===== config.mk =====
export PLATFORM = sky130hd
export DESIGN_NAME = incadc_ctrl
export DESIGN_NICKNAME = d
export VERILOG_FILES = /design/src/rtl/incadc_pkg.sv /design/src/rtl/incadc_seq.sv /design/src/rtl/incadc_dp.sv /design/src/rtl/incadc_ctrl.sv
export SDC_FILE = /design/constraint.sdc
export NUM_CORES = 1
export LEC_CHECK = 0
export BUFFER_PORTS_ARGS = -buffer_cell sky130_fd_sc_hd__buf_2
export CAP_MARGIN = 20
export CORE_ASPECT_RATIO = 0.5
export CORE_MARGIN = 2
export CORE_UTILIZATION = 57
export CTS_BUF_LIST = sky130_fd_sc_hd__clkbuf_16
export CTS_CLUSTER_DIAMETER = 120
export DETAILED_ROUTE_END_ITERATION = 8
export MAX_ROUTING_LAYER = met4
export PLACE_DENSITY = 0.79
export SLEW_MARGIN = 10
export SYNTH_ARGS = -nofsm -noshare
export SYNTH_HDL_FRONTEND = slang
export SYNTH_SLANG_ARGS = --single-unit

===== constraint.sdc =====
create_clock -name clk -period 5.12 [get_ports clk]
set_input_delay 0.256 -clock clk [delete_from_list [all_inputs] [get_ports clk]]
set_output_delay 0.256 -clock clk [all_outputs]
set_load 0.05 [all_outputs]

===== src/rtl/incadc_pkg.sv =====
package incadc_pkg;
  // strobes from the sequencer to the datapath
  typedef struct packed {
    logic start;   // run accepted this cycle
    logic integ;   // integrate window active
    logic accClr;  // clear accumulator before a window
    logic post;    // last window clock: capture result
  } seqStrobes_t;
endpackage


===== src/rtl/incadc_seq.sv =====
module incadc_seq
  import incadc_pkg::*;
#(
  parameter int RES_W   = 4,
  parameter int TMR_W   = 16,
  parameter int CNT_W   = 8,
  parameter int RES_MIN = 7,
  parameter int RES_MAX = 13
) (
  input  logic             clk,
  input  logic             rstN,
  input  logic [RES_W-1:0] resSel,
  input  logic [TMR_W-1:0] calcTime,
  input  logic [CNT_W-1:0] sampleCount,
  input  logic             startPulse,
  input  logic             stopPulse,
  input  logic             cmpLe,
  output seqStrobes_t      strb,
  output logic [RES_W-1:0] resAct,
  output logic             busy,
  output logic             phi1,
  output logic             phi2,
  output logic             intReset
);
  localparam logic [TMR_W:0] TMR_MAX = {1'b0, {TMR_W{1'b1}}};
  localparam logic [TMR_W:0] ONE_W   = {{TMR_W{1'b0}}, 1'b1};

  logic [RES_W-1:0] resEff;
  logic [TMR_W:0]   winNew, winAct, maxCalc, lastTick, cmpVal, calcWide;
  logic [TMR_W-1:0] calcNext, calcAct, tmr;
  logic [CNT_W-1:0] left;
  logic             cont;
  logic [1:0]       phase;
  logic             inWin, integ, abort, endWin, wrap, accept;

  always_comb begin
    if (resSel < RES_W'(RES_MIN))      resEff = RES_W'(RES_MIN);
    else if (resSel > RES_W'(RES_MAX)) resEff = RES_W'(RES_MAX);
    else                               resEff = resSel;

    winNew   = ONE_W << (resEff + RES_W'(2));
    maxCalc  = TMR_MAX - winNew;
    calcWide = {1'b0, calcTime};
    if (calcTime == '0)          calcNext = TMR_W'(1);
    else if (calcWide > maxCalc) calcNext = maxCalc[TMR_W-1:0];
    else                         calcNext = calcTime;

    winAct   = ONE_W << (resAct + RES_W'(2));
    lastTick = winAct + {1'b0, calcAct} - 1'b1;
    cmpVal   = cmpLe ? (winAct - 1'b1) : winAct;
    inWin    = cmpLe ? ({1'b0, tmr} <= cmpVal) : ({1'b0, tmr} < cmpVal);
    integ    = busy && inWin;
    abort    = busy && (stopPulse || (resEff != resAct));
    endWin   = integ && ({1'b0, tmr} == (winAct - 1'b1));
    wrap     = ({1'b0, tmr} == lastTick);
    accept   = startPulse && !busy;
  end

  always_ff @(posedge clk or negedge rstN) begin
    if (!rstN) begin
      busy    <= 1'b0;
      tmr     <= '0;
      phase   <= '0;
      resAct  <= RES_W'(RES_MIN);
      calcAct <= TMR_W'(1);
      left    <= '0;
      cont    <= 1'b0;
    end else if (!busy) begin
      if (startPulse) begin
        busy    <= 1'b1;
        resAct  <= resEff;
        calcAct <= calcNext;
        tmr     <= winNew[TMR_W-1:0];   // begin in the dead interval
        phase   <= '0;
        left    <= sampleCount;
        cont    <= (sampleCount == '0);
      end
    end else if (abort) begin
      busy <= 1'b0;
    end else begin
      if (endWin && !cont) begin
        left <= left - 1'b1;
        if (left == CNT_W'(1)) busy <= 1'b0;
      end
      if (wrap) begin
        tmr   <= '0;
        phase <= '0;
      end else begin
        tmr   <= tmr + 1'b1;
        phase <= phase + 1'b1;
      end
    end
  end

  assign strb.start  = accept;
  assign strb.integ  = integ;
  assign strb.accClr = accept || (busy && wrap);
  assign strb.post   = endWin && !abort;

  assign phi1     = busy && (phase == 2'd0);
  assign phi2     = busy && (phase == 2'd2);
  assign intReset = !integ;
endmodule


===== src/rtl/incadc_dp.sv =====
module incadc_dp
  import incadc_pkg::*;
#(
  parameter int RES_W   = 4,
  parameter int RES_MAX = 13
) (
  input  logic               clk,
  input  logic               rstN,
  input  seqStrobes_t        strb,
  input  logic [RES_W-1:0]   resAct,
  input  logic               compPos,
  input  logic               phi1,
  input  logic               signedFmt,
  input  logic               readAck,
  output logic               refSub,
  output logic [RES_MAX-1:0] result,
  output logic               dataReady,
  output logic               overrun
);
  localparam int ACC_W = RES_MAX + 3;

  logic [ACC_W-1:0]   acc, finalCnt, rawCode, fullCode, code, half;
  logic [RES_MAX-1:0] resultNext;

  always_comb begin
    finalCnt   = acc + ACC_W'(compPos);
    rawCode    = finalCnt >> 2;
    fullCode   = ACC_W'(1) << resAct;
    code       = (rawCode >= fullCode) ? (fullCode - 1'b1) : rawCode;
    half       = ACC_W'(1) << (resAct - 1'b1);
    resultNext = signedFmt ? RES_MAX'(code - half) : RES_MAX'(code);
  end

  always_ff @(posedge clk or negedge rstN) begin
    if (!rstN) begin
      acc       <= '0;
      refSub    <= 1'b0;
      result    <= '0;
      dataReady <= 1'b0;
      overrun   <= 1'b0;
    end else begin
      if (strb.accClr)     acc <= '0;
      else if (strb.integ) acc <= finalCnt;

      if (phi1) refSub <= compPos;

      if (strb.post) result <= resultNext;

      if (strb.post)   dataReady <= 1'b1;
      else if (readAck) dataReady <= 1'b0;

      if (strb.post && dataReady && !readAck) overrun <= 1'b1;
      else if (strb.start)                     overrun <= 1'b0;
    end
  end
endmodule


===== src/rtl/incadc_ctrl.sv =====
module incadc_ctrl
  import incadc_pkg::*;
#(
  parameter int RES_W   = 4,
  parameter int TMR_W   = 16,
  parameter int CNT_W   = 8,
  parameter int RES_MIN = 7,
  parameter int RES_MAX = 13
) (
  input  logic               clk,
  input  logic               rstN,
  input  logic [RES_W-1:0]   resSel,
  input  logic [TMR_W-1:0]   calcTime,
  input  logic [CNT_W-1:0]   sampleCount,
  input  logic               startPulse,
  input  logic               stopPulse,
  input  logic               cmpLe,
  input  logic               signedFmt,
  input  logic               readAck,
  input  logic               compPos,
  output logic               busy,
  output logic               phi1,
  output logic               phi2,
  output logic               intReset,
  output logic               refSub,
  output logic [RES_MAX-1:0] result,
  output logic               dataReady,
  output logic               overrun
);
  seqStrobes_t      strb;
  logic [RES_W-1:0] resAct;

  incadc_seq #(
    .RES_W(RES_W), .TMR_W(TMR_W), .CNT_W(CNT_W),
    .RES_MIN(RES_MIN), .RES_MAX(RES_MAX)
  ) u_seq (
    .clk(clk), .rstN(rstN), .resSel(resSel), .calcTime(calcTime),
    .sampleCount(sampleCount), .startPulse(startPulse), .stopPulse(stopPulse),
    .cmpLe(cmpLe), .strb(strb), .resAct(resAct), .busy(busy),
    .phi1(phi1), .phi2(phi2), .intReset(intReset)
  );

  incadc_dp #(.RES_W(RES_W), .RES_MAX(RES_MAX)) u_dp (
    .clk(clk), .rstN(rstN), .strb(strb), .resAct(resAct), .compPos(compPos),
    .phi1(phi1), .signedFmt(signedFmt), .readAck(readAck), .refSub(refSub),
    .result(result), .dataReady(dataReady), .overrun(overrun)
  );
endmodule


* Yosys cells after proc, flatten, opt, wreduce, memory -nomap -nowiden
Index checks and enable logic that the tools add are counted.
** Storage, ports and cells
- Register bits after elaboration :: 80
- Latch bits :: 0
- Memory bits (writable) :: 0
- Bits in read-only memories :: 0
- Bits of input ports :: 36
- Memories kept :: 0
** Operators by class
- Add/subtract/negate cells :: 13
- $mul :: 0
- Divide/modulo/power cells :: 0
- Magnitude comparators :: 6
- Eq/ne operators :: 7
- Shift-type cells :: 4
- Multiplexer cells :: 31
- Bitwise logic cells :: 1
- Reductions and logical operators :: 28
** Operator list (count)
- $mux W16 :: 8
- $eq A16 B17 Y1 :: 2
- $shl A1 B4 Y17 const A :: 2
- $sub A17 B1 Y17 const B :: 2
- $mux W8 :: 4
- $mux W13 :: 2
- $add A17 B16 Y17 :: 1
- $gt A16 B17 Y1 :: 1
- $le A16 B17 Y1 :: 1
- $lt A16 B17 Y1 :: 1
- $mux W17 :: 1
- $sub A16 B17 Y17 const A :: 1
- $add A16 B1 Y16 :: 1
- $add A16 B1 Y16 const B :: 1
- $ge A14 B16 Y1 :: 1
- $logic_not A16 Y1 :: 1
- $shl A1 B4 Y16 const A :: 1
- $shl A1 B4 Y13 const A :: 1
- $sub A13 B1 Y13 const B :: 1
- $sub A13 B13 Y13 :: 1
- $logic_and A1 B1 Y1 :: 11
- $mux W1 :: 10
- $add A4 B2 Y4 const B :: 2
- $eq A8 B1 Y1 const B :: 1
- 18 further kinds :: 32

* Depth between registers and ports, before layout
Gate-level depths: netlist (run 1).
- Depth after elaboration :: 12
- Depth in mapped cells :: 27

* Modules after synthesis
From an unflattened synthesis (run 1), not the netlist that was laid out.
** Second synthesis, totals
- Cell total of the unflattened synthesis :: 1251
- Area, all modules :: 9500.4 µm²
** By module, submodules not included
- incadc_seq :: instances 1, cells each 858, area each 6351.1 µm²
- incadc_dp :: instances 1, cells each 393, area each 3149.3 µm²

* Worst setup path after synthesis (run 1)
Ideal clock, no wire load.
- Path type :: reg2reg
- Start point :: reg u_dp.acc[0]
- End point :: reg u_dp.result[12]
- Setup time :: 0.128 ns
- Data arrival time :: 5.540 ns
- Required time :: 4.992 ns
- Path slack :: -0.547 ns
- Stages on the path, launching flop included :: 26
- Clock period less this slack :: 5.667 ns
- Cells stage by stage :: dfrtp_1 ha_1 ha_1 nand3_1 or3_1 nor2_1 nand3_1 xnor2_1 ha_1 nand2_1 nor2_1 a2111oi_0 o211ai_1 o211ai_1 buf_2 mux2_2 fa_1 a211oi_1 o21ai_0 a31oi_1 nor2b_1 o21ai_0 a21oi_1 mux2_2 xor2_1 mux2_1
** Between the ends
- Cells in the longest elaborated chain, start to end :: 5
** Ends and longest elaborated chain
- from (decl) :: line incadc_dp.sv:22 : logic [ACC_W-1:0] acc, finalCnt, rawCode, fullCode, code, half;
- from (signal assigned) :: line incadc_dp.sv:43 : else if (strb.integ) acc <= finalCnt;
- $add A16 B1 Y16 (*) :: line incadc_dp.sv:26 : finalCnt = acc + ACC_W'(compPos);
- $ge A14 B16 Y1 :: line incadc_dp.sv:29 : code = (rawCode >= fullCode) ? (fullCode - 1'b1) : rawCode;
- $mux W13 (*) :: line incadc_dp.sv:29
- $sub A13 B13 Y13 :: line incadc_dp.sv:31 : resultNext = signedFmt ? RES_MAX'(code - half) : RES_MAX'(code);
- $mux W13 (*) :: line incadc_dp.sv:31
- to (signal assigned) :: line incadc_dp.sv:47 : if (strb.post) result <= resultNext;
- to (decl) :: line incadc_dp.sv:16 : output logic [RES_MAX-1:0] result,
Every way passes the cells marked *; elsewhere a longest branch is shown, timed or not.
A chain may end at the register's enable or synchronous reset.

* Final worst setup path (run 1)
Same ends and word-level chain as after synthesis.

==> metrics, run 1 <==
status complete, but fails checks; failing checks setup timing; GR Layer Usage met1 0.438; Post-synth EDFFs 0; Cells after Synth 1135; Hold Startpoint readAck; H-tree depth 3; post-route insts no fill 1441; Synth cell types 74; Starting Density 0.579; r2r endpoint u_dp.result[12]; area of the core 15300 µm²; PnR worst setup slack -0.0506 ns; fin. max-slew vios 0; cell row count 32; largest net degree at the start of global routing 63; min Tclk post-route 5.17 ns; diodes inserted 0; sequential share of the synthesized area 0.226; area occupied by multi-input gates 6660 µm²; crit end category flip-flop; Worst R2R Path Depth 27; Peak VDD IR 0.180 mV; endpoints failing hold 0; Max Freq 193 MHz; crit path max fanout 3; Via density 6.27; fin crit share 1.01; Synthesized Nets 1277; busiest metal layer after global routing met2; RSZ-0062 raised after global routing true; Hold Path Stages 3; Filler cells 1290; crit path max-delay cell type dfrtp_1; mean post-synth cell area 7.83 µm²; hpwl dp 20500 µm; Main synth FF type dfrtp_1; average wire per standard cell 19.0 µm; Slew HR 0.398; # nets final 1374; GR Layer Usage met3 0.0596; DRT Pass-1 Iters 6; Root Driver clkbuf_16; CP Launch Type flip-flop; Clock transition at path regs 0.07 ns; worst skew pair latency 0.35 ns; Worst Hold Class input pin to flip-flop; crit-path max cell delay 0.40 ns; Final ANT Viol Nets 0; layout cell share with drive strength beyond 1 0.209; post-synthesis register bit count 80; DRC violations left 0; CTS tree built; die height 92.3 µm; clock tree buffer depth 2; Chip Width 181 µm; Arrival @ worst endpoint 5.40 ns; reg-to-reg slack, setup -0.05 ns; Initial DRC Count 804; clock sinks 80; port buffer count 55; CP startpoint u_dp.acc[0]; Worst Max-Slew Pin Slew 0.895 ns; Most Frequent Cell on Critical Path mux2_4; register area 2010 µm²; Buf/Inv on CP 3; worst flop-to-flop path startpoint u_dp.acc[0]; share of flip-flops with an asynchronous set or reset 1.00; first-pass GRT wire length 43200 µm; hold path endpoint u_dp.dataReady; drt total wl 27400 µm; grt ovf 0; Total GRT Usage 0.333; Worst Path Class, Setup flip-flop to flip-flop; Layout Skew 0.0125 ns; number of global-route vias before repair 8491; I/O pins 56; Die ar. 16700 µm²; Layout area overhead 18.2%; Synth Cell Area 8880 µm²; vias 9038; DP Cell Count 1408; Setup Viol. Count Final 3; met2 usage 0.529; TNS Setup -0.129 ns; initial antenna violation count 0; Power Dens Cells 399 nW/µm²; RePlAce Congestion 0.942; Num CTS Buffers 9; Lkg Pwr 4.86 nW; max_cap viols 0; YS warnings 0; CP top delay family compound AO/OA/AOI/OAI gates; WP data required 5.35 ns
-- routing by layer --
layer  routed length, µm  vias to the layer above  part of all wire
li1                    -                     4230                 -
met1               11900                     4337              0.43
met2               12600                      410              0.46
met3                2200                       61             0.080
met4                 633                        0             0.023
met5                   0                        -                 0
-- logic make-up after synthesis --
family,after synthesis,share of synthesized area
flops,80,0.226
xor+xnor,78,0.0778
buf+inv,141,0.0648
simple gates,434,0.231
compound gates,244,0.185
fa+ha+maj,107,0.152
mux,51,0.0634
-- worst max-delay path by stage --
stage / endpoint / depth (start not counted)
floorplan: u_dp.result[12] / 27
global placement: u_dp.result[11] / 26
detailed placement: u_dp.result[12] / 26
CTS: u_dp.result[12] / 25
global route: u_dp.result[12] / 27
finish: u_dp.result[12] / 27
-- worst register-to-register path, stage by stage, from the launching register on --
cell,delay (ns)
dfrtp_1,0.40
ha_4,0.17
and3_4,0.19
nand4_1,0.15
nor2_2,0.22
nand3_4,0.13
nor2_4,0.17
buf_6,0.12
nand3_4,0.09
xnor2_2,0.16
ha_1,0.31
a21oi_2,0.17
o211ai_1,0.12
o211ai_1,0.16
buf_4,0.17
mux2_4,0.17
ha_4,0.13
inv_2,0.04
fa_2,0.40
a211oi_2,0.26
o21ai_1,0.12
a31oi_1,0.19
nor2b_1,0.10
o21ai_2,0.15
a21oi_2,0.08
mux2_4,0.30
xor2_1,0.14
mux2_4,0.26
-- layout by cell type, fill, tap and decap left out, types with 15 or more instances in the layout --
cell and count:
a31oi_1 15, nor4_1 18, o21ai_0 52, nand3_1 37
dfrtp_1 76, mux2i_1 15, o221ai_1 15, a21oi_1 39
xor2_1 23, buf_2 53, nor3_1 25, nand4_1 16
inv_1 86, nor2_1 80, ha_1 97, nand2_1 156
and3_1 15, nand2b_1 17, xnor2_1 47, mux2_2 26
buf_4 81
-- repair_timing --
action,CTS,global route
hold buffers,1,0
pin swaps,16,19
hold endpoints to repair,18,0
buffers inserted,12,4
gates resized for setup,20,46
gates cloned,0,0
endpoints found under the setup margin,18,54
-- state kept, by name, summed over array words and instances (netlist names) --
register,cells
u_seq.busy,1
u_seq.calcAct,16
u_seq.left,8
u_dp.acc,16
u_seq.phase,2
u_dp.refSub,1
u_dp.result,13
u_seq.cont,1
u_seq.tmr,16
u_dp.dataReady,1
u_seq.resAct,4
u_dp.overrun,1
-- area by class of cell --
| type | instances | share of cell area |
|---|---|---|
| Clock buffer | 9 | 0.0215 |
| Clock inverter | 7 | 0.00894 |
| Inverter | 89 | 0.0318 |
| Multi-Input combinational cell | 914 | 0.634 |
| Sequential cell | 80 | 0.191 |
| Tap cell | 204 | 0.0243 |
| Timing Repair Buffer | 138 | 0.0882 |
-- Yosys cell counts, types with 5 or more instances --
library cell  instances  area (µm²)
a211o_1               8        70.1
a211oi_1             11        82.6
a21o_1               13        97.6
a21oi_1              44         220
a22oi_1              11        82.6
a31oi_1              16         100
and2_1               10        62.6
and3_1               16         100
buf_1                 5        18.8
buf_2                13        65.1
clkbuf_1             28         105
dfrtp_1              76        1900
ha_1                104        1300
inv_1                87         327
mux2_2               30         338
mux2i_1              18         180
nand2_1             157         589
nand2b_1             17         106
nand3_1              41         205
nand4_1              16         100
nor2_1               89         334
nor2b_1              15        93.8
nor3_1               27         135
nor4_1               19         119
o211ai_1             13        97.6
o21a_1                8        60.1
o21ai_0              57         285
o221ai_1             15         131
o22ai_1               9        56.3
o31ai_1               6        45.0
or3_1                 6        37.5
or4_1                 5        37.5
xnor2_1              51         447
xor2_1               26         228
-- metrics by stage --
step | hold WS [ns] | cell area, µm² | setup slack, ns | total power, mW | utilization
global placement | 0.170 | 9750 | -0.00278 | 3.14 | 0.636
detailed placement | 0.170 | 9750 | -0.164 | 3.21 | 0.636
CTS | 0.161 | 10300 | -0.0122 | 4.00 | 0.670
floorplan | -0.0396 | 8970 | -0.0374 | 2.56 | -
finish | 0.166 | 10500 | -0.0506 | 4.19 | 0.684
global route | 0.172 | 10500 | -0.329 | 4.47 | 0.684
-- where the power goes --
| part | switching (mW) | leakage [nW] | internal (mW) |
|---|---|---|---|
| Clock | 0.286 | 0.154 | 0.429 |
| Combinational | 1.43 | 3.68 | 1.20 |
| Sequential | 0.134 | 1.03 | 0.709 |
| Total | 1.85 | 4.86 | 2.34 |
No activity file was read; power rests on OpenSTA's default activity.
==> run 2, diff against run 1 <==
Settings changed: BUFFER_PORTS_ARGS -buffer_cell sky130_fd_sc_hd__buf_2 to -buffer_cell sky130_fd_sc_hd__clkbuf_2, SKIP_LAST_GASP from default to 1.
==> run 2 against run 1 <==
  * The run still ends with setup timing left
  * Wire length is 0.43% lower
  * Fmax is 2.1% lower
  * Sequential cell count stayed put
==> metrics, run 2 (synthesis results as in run 1) <==
status complete, but fails checks; failing checks setup timing; top flop regs u_dp.acc x16, u_seq.calcAct x16, u_seq.tmr x16; hold slack final 0.159 ns (-0.00698 ns); DRC violations left 0 (unchanged); Final ANT Viol Nets 0 (unchanged); crit-path max cell delay 0.41 ns (about the same); most frequent cells in the layout nand2_1 (157), ha_1 (94), inv_1 (86); initial antenna violation count 0 (unchanged); CP Launch Type flip-flop; Layout Skew 0.0130 ns (+0.000470 ns); Worst Hold Class input pin to flip-flop; Num CTS Buffers 9 (unchanged); Power Dens Cells 395 nW/µm² (-1.0%); Lkg Pwr 4.87 nW (about the same); Most Frequent Cell on Critical Path ha_4; area of placed instances 9730 µm² (-0.21%); Die ar. 16700 µm² (unchanged); r2r endpoint u_dp.result[11]; clock tree buffer depth 2 (unchanged); Setup Viol. Count Final 5 (+2); worst skew pair latency 0.36 ns (about the same); Worst Path Class, Setup flip-flop to flip-flop; WP data required 5.36 ns (about the same); diodes inserted 0 (unchanged); Total GRT Usage 0.326 (-0.00677); grt ovf 0 (unchanged); Hold Startpoint calcTime[2]; DRT Pass-1 Iters 5 (-1); layout cell share with drive strength beyond 1 0.203 (-0.00596); crit path max-delay cell type dfrtp_1; max_cap viols 0 (unchanged); cell row count 32 (unchanged); hold path endpoint u_seq.calcAct[2]; Worst Max-Slew Pin Slew 0.872 ns (-0.0230 ns); CTS tree built; Layout area overhead 18.9%; Arrival @ worst endpoint 5.52 ns (+0.12 ns); RSZ-0062 raised after global routing true; port buffer count 55 (unchanged); crit end category flip-flop; largest net degree at the start of global routing 60 (-4.8%); first-pass GRT wire length 42500 µm (-1.7%); Starting Density 0.579 (unchanged); PnR worst setup slack -0.159 ns (-0.109 ns); TNS Setup -0.463 ns (-0.334 ns); reg-to-reg slack, setup -0.16 ns (-0.11 ns); Clock transition at path regs 0.07 ns (about the same); Worst R2R Path Depth 25 (-7.4%); Slew HR 0.416 (+0.0178); I/O pins 56 (unchanged); number of global-route vias before repair 8517 (+0.31%); hpwl dp 20000 µm (-2.6%); Max Freq 189 MHz (-2.1%); endpoints failing hold 0 (unchanged); # nets final 1366 (-0.58%); Hold Path Stages 3 (unchanged); fin. max-slew vios 0 (unchanged); dpl ws -0.142 ns (+0.0220 ns); fin area 10600 µm² (+0.61%); drt total wl 27300 µm (-0.43%); fin crit share 1.03 (+0.0212); Via density 6.32 (+0.83%); Peak VDD IR 0.190 mV (+5.7%); crit path max fanout 5 (+2); commonest non-fill, non-tap cell in the layout nand2_1; min Tclk post-route 5.28 ns (+0.109 ns); H-tree depth 3 (unchanged); Chip Width 181 µm (unchanged); Initial DRC Count 915 (+14%); clock sinks 80 (unchanged); average wire per standard cell 19.0 µm (+0.13%); Root Driver clkbuf_16; area of the core 15300 µm² (unchanged); worst flop-to-flop path startpoint u_dp.acc[0]; vias 9062 (+0.27%); RePlAce Congestion 0.950 (+0.81%); die height 92.3 µm (unchanged)
[run 2: layout make-up]
cell class | count | area [µm²]
flip-flops and latches | 80 | 2010
clock inverters | 7 | 95.1
multi-input cells | 914 | 6740
inverters | 89 | 334
clock buffers | 9 | 225
repair buffers | 130 | 907
well taps | 204 | 255
fillers | 1214 | 4770
[run 2: power breakdown]
part | internal [mW] | leakage, nW | switching (mW)
combinational | 1.19 | 3.68 | 1.42
clock | 0.428 | 0.156 | 0.286
sequential | 0.709 | 1.03 | 0.139
[run 2: how the worst max path moves through the flow]
| stage | from | end | slack, ns | cells past startpoint |
|---|---|---|---|---|
| 6_report | u_dp.acc[0] | u_dp.result[11] | -0.16 | 25 |
| 2_1_floorplan | u_dp.acc[0] | u_dp.result[12] | -0.04 | 27 |
| 5_1_grt | u_dp.acc[0] | u_dp.result[12] | -0.36 | 27 |
| 3_5_place_dp | compPos | u_dp.result[11] | -0.14 | 26 |
| 3_3_place_gp | compPos | u_dp.result[11] | -0.02 | 26 |
| 4_1_cts | u_dp.acc[0] | u_dp.result[12] | 0.01 | 25 |
[run 2: critical path: cells and delay by family (launching register included)]
family,cells,cell delay [ns]
and+or+nand+nor,2,0.20
AOI/OAI and AO/OA,11,2.04
adders and majority gates,4,0.89
buffers and inverters,3,0.42
xor gates and xnor gates,2,0.34
DFF,1,0.41
muxes,3,0.87
[run 2: through the flow]
| step | util | std cells | power (mW) |
|---|---|---|---|
| floorplan | - | 1135 | 2.56 |
| global placement | 0.635 | 1400 | 3.12 |
| detailed placement | 0.635 | 1400 | 3.20 |
| CTS | 0.664 | 1424 | 3.98 |
| global route | 0.689 | 1433 | 4.44 |
| finish | 0.689 | 1433 | 4.17 |
[run 2: per-layer routing]
metal,part of all wire,GRT usage
met5,0,-
met4,0.045,0.149
met3,0.084,0.0576
met2,0.44,0.503
met1,0.43,0.422
[run 2: what timing repair did]
| action | 4_1_cts | 5_1_grt |
|---|---|---|
| hold buffers | 1 | 0 |
| pin swaps | 7 | 30 |
| gates cloned | 0 | 0 |
| setup endpoints to repair | 6 | 47 |
| hold endpoints to repair | 21 | 0 |
| resized for setup | 13 | 58 |
| buffers inserted | 7 | 10 |
==> run 3, diff against run 2 <==
Settings changed: CAP_MARGIN 20 to default, CELL_PAD_IN_SITES_DETAIL_PLACEMENT from default to 1, CELL_PAD_IN_SITES_GLOBAL_PLACEMENT from default to 1, CORE_UTILIZATION 57 to 43, PLACE_DENSITY 0.79 to default, PLACE_DENSITY_LB_ADDON from default to 0.1.
==> run 3 against run 2 <==
  * Clock power fell by 2%
  * Via count rose by 1.1%
  * First-iteration DRC count fell by 42%
  * Largest cell class unchanged
  * Sequential cell count did not move
  * Count of clock-buffer cells in the layout did not move
  * Fmax fell by 0.30%
  * Cell count rose by 6.7%
  * The flow still finishes with violations (setup timing)
  * Critical endpoint unchanged
  * Highest routed layer unchanged
  * Non-clock buffer count rose by 27
  * Largest power group unchanged
==> metrics, run 3 (synthesis results as in run 1) <==
layout cell share with drive strength beyond 1 0.225 (+0.0219); initial antenna violation count 0 (unchanged); reg-to-reg slack, setup -0.18 ns (-0.02 ns); Peak VDD IR 0.191 mV (+0.24%); largest net degree at the start of global routing 60 (unchanged); clock sinks 80 (unchanged); first-pass GRT wire length 50800 µm (+20%); Layout Skew 0.00934 ns (-0.00362 ns); clock tree buffer depth 2 (unchanged); failing checks setup timing; crit path max-delay cell type dfrtp_1; Die ar. 21900 µm² (+31%); fin crit share 1.03 (+0.00314); worst skew pair latency 0.37 ns (about the same); Power Dens Cells 400 nW/µm² (+1.2%); Arrival @ worst endpoint 5.55 ns (+0.03 ns); Clock transition at path regs 0.07 ns (about the same); WP data required 5.37 ns (about the same); DP Cell Count 1491 (+6.5%); cell row count 37 (+16%); endpoints failing hold 0 (unchanged); crit end category flip-flop; area of the core 20400 µm² (+33%); Total GRT Usage 0.301 (-0.0249); Root Driver clkbuf_16; Setup Viol. Count Final 4 (-1); commonest non-fill, non-tap cell in the layout nand2_1; Num CTS Buffers 9 (unchanged); port buffer count 55 (unchanged); Worst Hold Class input pin to flip-flop; max_cap viols 0 (unchanged); min Tclk post-route 5.30 ns (+0.0161 ns); top flop regs u_dp.acc x16, u_seq.calcAct x16, u_seq.tmr x16; crit-path max cell delay 0.38 ns (-0.03 ns); DRC violations left 0 (unchanged); Hold Path Stages 3 (unchanged); Layout area overhead 22.8%; Worst Path Class, Setup flip-flop to flip-flop; average wire per standard cell 21.3 µm (+12%); grt ovf 0 (unchanged); H-tree depth 3 (unchanged); RePlAce Congestion 0.875 (-7.9%); CTS tree built; worst flop-to-flop path startpoint u_dp.acc[0]; fin area 10900 µm² (+3.3%); die height 106 µm (+14%); Buf/Inv on CP 1 (-2); Chip Width 207 µm (+15%); CP Launch Type flip-flop; Lkg Pwr 5.01 nW (+2.9%); total power 4.36 mW (+4.6%); status complete, but fails checks; Max Freq 189 MHz (-0.30%); RSZ-0062 raised after global routing true; diodes inserted 0 (unchanged); hpwl dp 24100 µm (+20%); post-route insts no fill 1529 (+6.7%); vias 9160 (+1.1%); DRT Pass-1 Iters 5 (unchanged); PnR worst setup slack -0.175 ns (-0.0161 ns); fin. max-slew vios 0 (unchanged); Starting Density 0.435 (-0.144); crit path max fanout 3 (-2); hold path endpoint u_seq.calcAct[3]; r2r endpoint u_dp.result[11]; drt total wl 32500 µm (+19%); Via density 5.99 (-5.3%); # nets final 1393 (+2.0%); Worst R2R Path Depth 24 (-4.0%); I/O pins 56 (unchanged); dpl ws -0.352 ns (-0.211 ns); Worst Max-Slew Pin Slew 0.892 ns (+0.0194 ns); Slew HR 0.400 (-0.0163); Final ANT Viol Nets 0 (unchanged); most frequent cells in the layout nand2_1 (155), buf_4 (96), ha_1 (94); Initial DRC Count 531 (-42%); area of placed instances 9990 µm² (+2.6%); CP top delay family compound AO/OA/AOI/OAI gates; critical-path cell list ha_4 -> ha_4 -> nand3_2 -> or3_4 -> nor2_4 -> nand3_4 -> or2_4 -> xnor2_4 -> ha_1 -> o211ai_1 -> o21ai_1 -> o211ai_1 -> buf_4 -> mux2_4 -> ha_4 -> nor2b_4 -> o21a_1 -> o21ai_2 -> a211oi_2 -> a211o_1 -> o311a_1 -> xor2_1 -> mux2_4 -> mux2_4; Hold Startpoint calcTime[3]; number of global-route vias before repair 9399 (+10%)
## run 3: cell types whose count changed in the layout (fill, tap and decap cells not counted), moves of 3 or more
cell / previous run / this run
nor2_2: 8 / 5
a21oi_1: 41 / 37
a21oi_2: 3 / 8
buf_4: 69 / 96
inv_1: 86 / 89
## run 3: tightest hold or removal path: stages
cell      delay [ns]
clkbuf_2        0.11
nand2_1         0.05
o221ai_1        0.06
## run 3: power breakdown
part,total [mW],leakage [nW],internal [mW],switching (mW)
Combinational,2.81,3.82,1.30,1.51
Sequential,0.853,1.03,0.709,0.144
Clock,0.699,0.159,0.420,0.279
## run 3: timing repair
action / CTS / global route
buffers inserted: 15 / 10
hold endpoints to repair: 21 / 0
gates resized for setup: 25 / 58
pin swaps: 14 / 25
setup endpoints to repair: 26 / 52
hold buffers: 1 / 0
## run 3: routing by layer
| metal | up-vias | GRT usage | routed length, µm |
|---|---|---|---|
| li1 | 4267 | - | - |
| met1 | 4568 | 0.388 | 14300 |
| met2 | 256 | 0.498 | 15700 |
| met3 | 69 | 0.0450 | 1610 |
| met4 | 0 | 0.0791 | 878 |
| met5 | - | - | 0 |
## run 3: final cells by class
class | instances | area (µm²)
repair buffers | 157 | 1120
clock inverters | 7 | 81.3
well taps | 273 | 342
multi-input cells | 914 | 6800
clock buffers | 9 | 225
flip-flops and latches | 80 | 2010
inverters | 89 | 338
fillers | 2431 | 9500
## run 3: how the worst max path moves through the flow
stage / depth (start not counted) / from / to
finish: 24 / u_dp.acc[0] / u_dp.result[11]
global route: 27 / u_dp.acc[0] / u_dp.result[12]
CTS: 25 / u_dp.acc[0] / u_dp.result[12]
detailed placement: 26 / compPos / u_dp.result[11]
global placement: 26 / compPos / u_dp.result[11]
floorplan: 27 / u_dp.acc[0] / u_dp.result[12]
## run 3: metrics by stage
stage	util	hold WS (ns)	setup TNS, ns
floorplan	-	-0.0396	-0.0374
global placement	0.489	0.176	-0.440
detailed placement	0.489	0.183	-3.85
CTS	0.516	0.141	-0.445
global route	0.534	0.153	-2.98
finish	0.534	0.151	-0.578
